`src/rtl/xpt_pkg.sv`:
```
package xpt_pkg;
  typedef enum logic {
    XPT_DISC = 1'b0,
    XPT_CONN = 1'b1
  } xpt_op_e;

  localparam logic XPT_IDLE = 1'b1;
endpackage

```
`src/rtl/xpt_route_table.sv`:
```
module xpt_route_table
  import xpt_pkg::*;
#(
  parameter int N  = 3,
  parameter int SW = 2
) (
  input  logic                  clk,
  input  logic                  rst_n,
  input  logic                  cmd_valid,
  input  logic                  cmd_op,
  input  logic [SW-1:0]         cmd_src,
  input  logic [SW-1:0]         cmd_dst,
  input  logic                  safe_pt,
  output logic                  cmd_ready,
  output logic                  resp_valid,
  output logic                  resp_err,
  output logic [N-1:0]          own_vld,
  output logic [N-1:0][SW-1:0]  own_src
);
  logic                 pend_q, pend_d;
  xpt_op_e              op_q, op_d;
  logic [SW-1:0]        ps_q, ps_d, pd_q, pd_d;
  logic [N-1:0]         vld_q, vld_d;
  logic [N-1:0][SW-1:0] src_q, src_d;
  logic                 rv_q, rv_d, re_q, re_d;
  logic                 busy, owned_by_src, range_ok, upd_en;

  always_comb begin
    busy         = 1'b0;
    owned_by_src = 1'b0;
    for (int d = 0; d < N; d++) begin
      if (pd_q == SW'(d)) begin
        busy         = vld_q[d];
        owned_by_src = vld_q[d] && (src_q[d] == ps_q);
      end
    end
    range_ok = (int'(ps_q) < N) && (int'(pd_q) < N);
  end

  always_comb begin
    pend_d = pend_q;
    op_d   = op_q;
    ps_d   = ps_q;
    pd_d   = pd_q;
    vld_d  = vld_q;
    src_d  = src_q;
    rv_d   = 1'b0;
    re_d   = 1'b0;
    if (pend_q) begin
      if (safe_pt) begin
        rv_d   = 1'b1;
        pend_d = 1'b0;
        if (!range_ok) begin
          re_d = 1'b1;
        end else if (op_q == XPT_CONN) begin
          if (busy) begin
            re_d = 1'b1;
          end else begin
            for (int d = 0; d < N; d++) begin
              if (pd_q == SW'(d)) begin
                vld_d[d] = 1'b1;
                src_d[d] = ps_q;
              end
            end
          end
        end else begin
          if (!owned_by_src) begin
            re_d = 1'b1;
          end else begin
            for (int d = 0; d < N; d++) begin
              if (pd_q == SW'(d)) vld_d[d] = 1'b0;
            end
          end
        end
      end
    end else if (cmd_valid) begin
      pend_d = 1'b1;
      op_d   = xpt_op_e'(cmd_op);
      ps_d   = cmd_src;
      pd_d   = cmd_dst;
    end
  end

  assign upd_en = pend_q ? safe_pt : cmd_valid;

  always_ff @(posedge clk or negedge rst_n) begin
    if (!rst_n) begin
      pend_q <= 1'b0;
      op_q   <= XPT_DISC;
      ps_q   <= '0;
      pd_q   <= '0;
      vld_q  <= '0;
      src_q  <= '0;
      rv_q   <= 1'b0;
      re_q   <= 1'b0;
    end else begin
      rv_q <= rv_d;
      re_q <= re_d;
      if (upd_en) begin
        pend_q <= pend_d;
        op_q   <= op_d;
        ps_q   <= ps_d;
        pd_q   <= pd_d;
        vld_q  <= vld_d;
        src_q  <= src_d;
      end
    end
  end

  assign cmd_ready  = !pend_q;
  assign resp_valid = rv_q;
  assign resp_err   = re_q;
  assign own_vld    = vld_q;
  assign own_src    = src_q;
endmodule

```
`src/rtl/xpt_fwd_mux.sv`:
```
module xpt_fwd_mux
  import xpt_pkg::*;
#(
  parameter int N  = 3,
  parameter int SW = 2
) (
  input  logic                 clk,
  input  logic                 rst_n,
  input  logic [N-1:0]         own_vld,
  input  logic [N-1:0][SW-1:0] own_src,
  input  logic [N-1:0]         src_tx_i,
  output logic [N-1:0]         dst_tx_o
);
  for (genvar gd = 0; gd < N; gd++) begin : g_dst
    logic pick, out_q;
    always_comb begin
      pick = XPT_IDLE;
      if (own_vld[gd]) begin
        for (int s = 0; s < N; s++) begin
          if (own_src[gd] == SW'(s)) pick = src_tx_i[s];
        end
      end
    end
    always_ff @(posedge clk or negedge rst_n) begin
      if (!rst_n) out_q <= XPT_IDLE;
      else        out_q <= pick;
    end
    assign dst_tx_o[gd] = out_q;
  end
endmodule

```
`src/rtl/xpt_ret_mux.sv`:
```
module xpt_ret_mux
  import xpt_pkg::*;
#(
  parameter int N  = 3,
  parameter int SW = 2
) (
  input  logic                 clk,
  input  logic                 rst_n,
  input  logic [N-1:0]         own_vld,
  input  logic [N-1:0][SW-1:0] own_src,
  input  logic [N-1:0]         dst_rx_i,
  output logic [N-1:0]         src_rx_o
);
  for (genvar gs = 0; gs < N; gs++) begin : g_src
    logic pick, out_q;
    always_comb begin
      pick = XPT_IDLE;
      for (int d = N - 1; d >= 0; d--) begin
        if (own_vld[d] && (own_src[d] == SW'(gs))) pick = dst_rx_i[d];
      end
    end
    always_ff @(posedge clk or negedge rst_n) begin
      if (!rst_n) out_q <= XPT_IDLE;
      else        out_q <= pick;
    end
    assign src_rx_o[gs] = out_q;
  end
endmodule

```
`src/rtl/xpt_crosspoint.sv`:
```
module xpt_crosspoint #(
  parameter  int N  = 3,
  localparam int SW = (N > 1) ? $clog2(N) : 1
) (
  input  logic          clk,
  input  logic          rst_n,
  input  logic          cmd_valid,
  input  logic          cmd_op,
  input  logic [SW-1:0] cmd_src,
  input  logic [SW-1:0] cmd_dst,
  input  logic          safe_pt,
  output logic          cmd_ready,
  output logic          resp_valid,
  output logic          resp_err,
  input  logic [N-1:0]  src_tx_i,
  output logic [N-1:0]  src_rx_o,
  output logic [N-1:0]  dst_tx_o,
  input  logic [N-1:0]  dst_rx_i,
  input  logic [SW-1:0] rd_idx,
  output logic          rd_owned,
  output logic [SW-1:0] rd_src
);
  logic                 rst_meta, rst_sync_n;
  logic [N-1:0]         own_vld;
  logic [N-1:0][SW-1:0] own_src;

  always_ff @(posedge clk or negedge rst_n) begin
    if (!rst_n) begin
      rst_meta   <= 1'b0;
      rst_sync_n <= 1'b0;
    end else begin
      rst_meta   <= 1'b1;
      rst_sync_n <= rst_meta;
    end
  end

  xpt_route_table #(.N(N), .SW(SW)) u_table (
    .clk(clk), .rst_n(rst_sync_n),
    .cmd_valid(cmd_valid), .cmd_op(cmd_op), .cmd_src(cmd_src), .cmd_dst(cmd_dst),
    .safe_pt(safe_pt), .cmd_ready(cmd_ready),
    .resp_valid(resp_valid), .resp_err(resp_err),
    .own_vld(own_vld), .own_src(own_src)
  );

  xpt_fwd_mux #(.N(N), .SW(SW)) u_fwd (
    .clk(clk), .rst_n(rst_sync_n), .own_vld(own_vld), .own_src(own_src),
    .src_tx_i(src_tx_i), .dst_tx_o(dst_tx_o)
  );

  xpt_ret_mux #(.N(N), .SW(SW)) u_ret (
    .clk(clk), .rst_n(rst_sync_n), .own_vld(own_vld), .own_src(own_src),
    .dst_rx_i(dst_rx_i), .src_rx_o(src_rx_o)
  );

  always_comb begin
    rd_owned = 1'b0;
    rd_src   = '0;
    for (int d = 0; d < N; d++) begin
      if (rd_idx == SW'(d)) begin
        rd_owned = own_vld[d];
        rd_src   = own_src[d];
      end
    end
  end
endmodule

```
`config.mk`:
```
export PLATFORM = sky130hd
export DESIGN_NAME = xpt_crosspoint
export DESIGN_NICKNAME = d
export VERILOG_FILES = /design/src/rtl/xpt_pkg.sv /design/src/rtl/xpt_route_table.sv /design/src/rtl/xpt_fwd_mux.sv /design/src/rtl/xpt_ret_mux.sv /design/src/rtl/xpt_crosspoint.sv
export SDC_FILE = /design/constraint.sdc
export NUM_CORES = 1
export LEC_CHECK = 0
export CORE_AREA = 2 2 72 67
export CTS_BUF_LIST = sky130_fd_sc_hd__clkbuf_8
export DETAILED_ROUTE_END_ITERATION = 8
export DIE_AREA = 0 0 74 69
export GPL_TIMING_DRIVEN = 0
export PLACE_DENSITY = 0.63
export SLEW_MARGIN = 20
export SYNTH_ARGS = -nofsm -noshare
export SYNTH_HDL_FRONTEND = slang
export SYNTH_SLANG_ARGS = --single-unit
```
`constraint.sdc`:
```
create_clock -name clk -period 0.88 [get_ports clk]
set_clock_uncertainty 0.1 [all_clocks]
set_input_delay 0.132 -clock clk [delete_from_list [all_inputs] [get_ports clk]]
set_output_delay 0.132 -clock clk [all_outputs]
set_load 0.02 [all_outputs]
```
==> impl_metrics.prom, run 1 <==
# TYPE chip_impl_metric gauge
chip_impl_metric{name="internal_power_consumption",unit="mW"} 2.43
chip_impl_metric{name="timing.hold.ws",unit="ns"} 0.153
chip_impl_info{name="violations_in_the_final_reports",value="negative setup slack"} 1
chip_impl_metric{name="antennaDiodeCount",unit=""} 0
chip_impl_metric{name="multi_input_comb_area",unit="um^2"} 963
chip_impl_metric{name="share_of_total_power_in_combinational_logic",unit="%"} 39.5
chip_impl_metric{name="power.density",unit="nW/um^2"} 1500
chip_impl_metric{name="flow.area_growth_from_synthesis",unit="%"} 61.9
chip_impl_metric{name="finalInstanceArea",unit="um^2"} 2400
chip_impl_metric{name="drt.antenna.violating_nets",unit=""} 0
chip_impl_metric{name="synth.avg_cell_area",unit="um^2"} 10.8
chip_impl_metric{name="timing.final.crit_share",unit="%"} 164
chip_impl_info{name="worst-setup-path-type",value="reg2out"} 1
chip_impl_metric{name="routed_wl",unit="um"} 3900
chip_impl_metric{name="critPathArrivalTime",unit="ns"} 1.21
chip_impl_metric{name="globalRouteTotalUtil",unit="%"} 15.8
chip_impl_metric{name="total_of_flip_flops_plus_latches_after_synthesis",unit=""} 25
chip_impl_info{name="cp_slowest_cell",value="sky130_fd_sc_hd__dfrtp_1"} 1
chip_impl_info{name="unrepaired_setup_endpoints_after_global_routing",value="true"} 1
chip_impl_metric{name="grt_overflow",unit=""} 0
chip_impl_metric{name="dpl-instance-area",unit="um^2"} 1940
chip_impl_metric{name="power.ir.vdd_worst",unit="V"} 0.000792
chip_impl_metric{name="clock_power_share",unit="%"} 19.6
chip_impl_metric{name="drc",unit=""} 0
chip_impl_metric{name="clock_insertion_delay_worst_skew",unit="ns"} 0.28
chip_impl_metric{name="path_max_fanout",unit=""} 8
chip_impl_metric{name="place.gp.congestion",unit=""} 0.791
chip_impl_info{name="layout.cells.most_common_list",value="22 x sky130_fd_sc_hd__buf_6, 20 x sky130_fd_sc_hd__buf_4, 14 x sky130_fd_sc_hd__clkdlybuf4s50_1, 11 x sky130_fd_sc_hd__dfrtp_1, 10 x sky130_fd_sc_hd__mux2_4"} 1
chip_impl_metric{name="first_global_vias",unit=""} 1353
chip_impl_metric{name="nets",unit=""} 207
chip_impl_metric{name="layout_min_cycle_time",unit="ns"} 1.44
chip_impl_metric{name="stage_delay_of_the_slowest_cell_on_the_critical_path",unit="ns"} 0.40
chip_impl_metric{name="drv_slew",unit=""} 0
chip_impl_info{name="cts-root-buf",value="sky130_fd_sc_hd__clkbuf_8"} 1
chip_impl_metric{name="wl_per_cell",unit="um"} 15.6
chip_impl_metric{name="tritoncts_num_sinks",unit=""} 25
chip_impl_metric{name="die_x",unit="um"} 74
chip_impl_metric{name="worst-slew-pin-transition",unit="ns"} 0.528
chip_impl_metric{name="cp.required",unit="ns"} 0.65
chip_impl_info{name="synth_area_leaders",value="sky130_fd_sc_hd__dfrtp_1 32%, sky130_fd_sc_hd__dfstp_2 11%, sky130_fd_sc_hd__mux2i_1 5.4%"} 1
chip_impl_metric{name="timing_hold_violations_final",unit=""} 0
chip_impl_metric{name="grt_max_degree",unit=""} 24
chip_impl_metric{name="grt_antenna_before_repair",unit=""} 0
chip_impl_metric{name="numCtsBuffers",unit=""} 3
chip_impl_metric{name="post_route_cells_drive_above_1_share",unit="%"} 61.9
chip_impl_metric{name="core-area",unit="um^2"} 4350
chip_impl_metric{name="floorplan.io_pins",unit=""} 29
chip_impl_metric{name="synth_top_area_share",unit="%"} 32.1
chip_impl_metric{name="port_buffers",unit=""} 28
chip_impl_info{name="cts_tree",value="done"} 1
chip_impl_metric{name="yosysSeqAreaShare",unit="%"} 42.7
chip_impl_metric{name="yosysWarningCount",unit=""} 0
chip_impl_metric{name="power.static_leakage",unit="nW"} 1.10
chip_impl_metric{name="worst_setup_hold_path_clk_slew",unit="ns"} 0.09
chip_impl_info{name="synth_area_leader_cell",value="sky130_fd_sc_hd__dfrtp_1"} 1
chip_impl_metric{name="max_cap_viols",unit=""} 0
chip_impl_metric{name="drt-pass1-iter-count",unit=""} 4
chip_impl_metric{name="htree_levels",unit=""} 1
chip_impl_metric{name="hpwl",unit="um"} 2370
chip_impl_metric{name="global_route_wire_length_before_repair",unit="um"} 6270
chip_impl_metric{name="synth_cell_types",unit=""} 37
chip_impl_metric{name="viasPerCell",unit=""} 4.84
chip_impl_metric{name="setup_ws",unit="ns"} -0.561
chip_impl_metric{name="setup_violations",unit=""} 35
chip_impl_metric{name="synth.cell_area",unit="um^2"} 1480
chip_impl_info{name="hold_path.class",value="reg2async"} 1
chip_impl_info{name="layout_commonest_cell",value="sky130_fd_sc_hd__buf_6"} 1
chip_impl_metric{name="syn-num-nets",unit=""} 154
chip_impl_info{name="chain_of_cells_forming_the_critical_path",value="buf_8 -> mux2i_2 -> o21ai_2 -> buf_6"} 1
chip_impl_metric{name="area_of_the_die",unit="um^2"} 5110
chip_impl_metric{name="fp.dieH",unit="um"} 69
chip_impl_info{name="critical_path.endpoint_type",value="primary output"} 1
chip_impl_metric{name="clk_path_buf_depth",unit=""} 2
chip_impl_metric{name="layout.area.seq",unit="um^2"} 643
chip_impl_metric{name="fillerInstances",unit=""} 395
chip_impl_metric{name="timing.max_slew.rel_slack",unit="%"} 64.8
chip_impl_info{name="outcome",value="complete, but fails checks"} 1
chip_impl_info{name="crit_path_start_kind",value="flip-flop"} 1
chip_impl_metric{name="initial_core_util",unit="%"} 34.1
chip_impl_metric{name="power_switching",unit="mW"} 1.17
chip_impl_metric{name="detailedRoute.firstIterationViolations",unit=""} 36
chip_impl_metric{name="num_rows",unit=""} 23
chip_impl_metric{name="route.vias.total",unit=""} 1216
chip_impl_metric{name="power.sequential.fraction",unit="%"} 40.9
chip_impl_metric{name="netlist_instances",unit=""} 137
chip_impl_metric{name="power_switching_share",unit="%"} 32.5
chip_impl_metric{name="clock.fmax",unit="MHz"} 694
chip_impl_metric{name="fin_setup_tns",unit="ns"} -12.97
chip_impl_metric{name="place_worst_setup_slack",unit="ns"} -1.07
-- power by group through the flow --
stage	sequential [mW]	combinational, mW	clock (mW)
after floorplan	1.41	0.694	0
after global placement	1.42	0.971	0
after detailed placement	1.43	1.00	0
after CTS	1.44	1.40	0.723
after global routing	1.50	1.52	0.788
final	1.47	1.42	0.706
-- routing by layer --
| layer | up-vias | GRT usage (%) | wire, um |
|---|---|---|---|
| met5 | - | 0 | 0 |
| met4 | 0 | 6.06 | 63 |
| met3 | 7 | 2.92 | 192 |
| met2 | 43 | 27.3 | 2080 |
| met1 | 592 | 19.1 | 1570 |
| li1 | 574 | - | - |
-- kinds of logic (layout without fill, tap and decap cells) --
| kind of cell | count (synthesis) | count (layout) | share of synthesized area (%) |
|---|---|---|---|
| compound gates | 22 | 22 | 9.45 |
| xor+xnor | 4 | 4 | 2.36 |
| simple gates | 45 | 45 | 20.8 |
| flops | 25 | 25 | 42.7 |
| buf+inv | 21 | 73 | 9.62 |
| mux | 19 | 19 | 14.8 |
| other cells | 1 | 1 | 0.253 |
-- Yosys cell counts (all sizes together) --
library cell,number
a211oi,3
a21boi,1
a21o,1
a222oi,1
a22o,1
and2,3
and2b,1
buf,12
clkbuf,4
conb,1
dfrtp,19
dfstp,6
inv,5
mux2,11
mux2i,8
nand2,8
nand3,6
nand3b,5
nand4,1
nand4b,1
nor2,6
nor2b,6
nor3,1
nor3b,5
nor4bb,1
o2111ai,2
o21ai,12
o22ai,1
or3b,1
xnor2,4
-- timing repair --
action	CTS	global route
endpoints found under the setup margin	58	35
hold buffers	1	0
setup buffers	22	7
pin swaps	15	16
gates resized for setup	114	20
hold endpoints to repair	2	0
-- registers in the layout, indices dropped and copies added, names as in the netlist --
name	cells
u_table.pend_q	1
u_table.resp_valid	1
u_table.op_q	1
rst_meta	1
u_table.own_vld	3
u_table.pd_q	2
rst_sync_n	1
u_table.own_src	6
u_table.resp_err	1
u_table.ps_q	2
u_ret.g_src.out_q	3
u_fwd.g_dst.out_q	3
-- worst max-delay path: cells and delay by family, from the launching register on --
kind                   cells  cell delay [ns]
AOI/OAI and AO/OA          1             0.08
buffers and inverters      2             0.27
DFF                        1             0.40
muxes                      1             0.17
-- metrics by stage --
| step | total power [mW] | instances | util (%) |
|---|---|---|---|
| 3_3_place_gp | 2.39 | 227 | 44.5 |
| 3_5_place_dp | 2.43 | 227 | 44.5 |
| 2_1_floorplan | 2.11 | 137 | - |
| 5_1_grt | 3.80 | 251 | 55.2 |
| 6_report | 3.60 | 251 | 55.2 |
| 4_1_cts | 3.56 | 247 | 53.1 |
-- cell type report --
class                   instances  share of cell area (%)
plain buffers                   6                    3.28
flip-flops and latches         25                    26.8
clock buffers                   3                    1.72
repair buffers                 58                    23.8
multi-input cells              91                    40.1
inverters                       5                   0.782
well taps                      62                    3.23
clock inverters                 1                   0.209
-- path summary, 6_finish.rpt --
kind | from | to | slack [ns] | depth (start not counted)
hold reg to reg | rst_sync_n | u_table.resp_valid | 0.15 | 0
max in group asynchronous | rst_n | rst_sync_n | 0.12 | 2
setup / recovery | u_table.own_vld[0] | rd_owned | -0.56 | 4
setup reg to reg | u_table.pd_q[1] | u_table.own_src[2] | -0.54 | 3
hold / removal | rst_sync_n | u_table.resp_valid | 0.15 | 0
min in group clk | rst_meta | rst_sync_n | 0.27 | 0
Note: power is estimated with default switching activity, not from simulation.
==> run 2: changes to the inputs <==
--- a/config.mk
+++ b/config.mk
@@ -7,6 +7,7 @@
 export LEC_CHECK = 0
 export CORE_AREA = 2 2 72 67
 export CTS_BUF_LIST = sky130_fd_sc_hd__clkbuf_8
+export CTS_CLUSTER_SIZE = 10
 export DETAILED_ROUTE_END_ITERATION = 8
 export DIE_AREA = 0 0 74 69
 export GPL_TIMING_DRIVEN = 0
==> results of run 2 <==
The final DEF is identical to that of run 1; final timing and power are the same.
==> run 3: changes to the inputs <==
--- a/config.mk
+++ b/config.mk
@@ -5,6 +5,7 @@
 export SDC_FILE = /design/constraint.sdc
 export NUM_CORES = 1
 export LEC_CHECK = 0
+export ABC_CLOCK_PERIOD_IN_PS = 880
 export CORE_AREA = 2 2 72 67
 export CTS_BUF_LIST = sky130_fd_sc_hd__clkbuf_8
 export CTS_CLUSTER_SIZE = 10
==> results of run 3 <==
The final DEF is identical to that of run 1; final timing and power are the same.
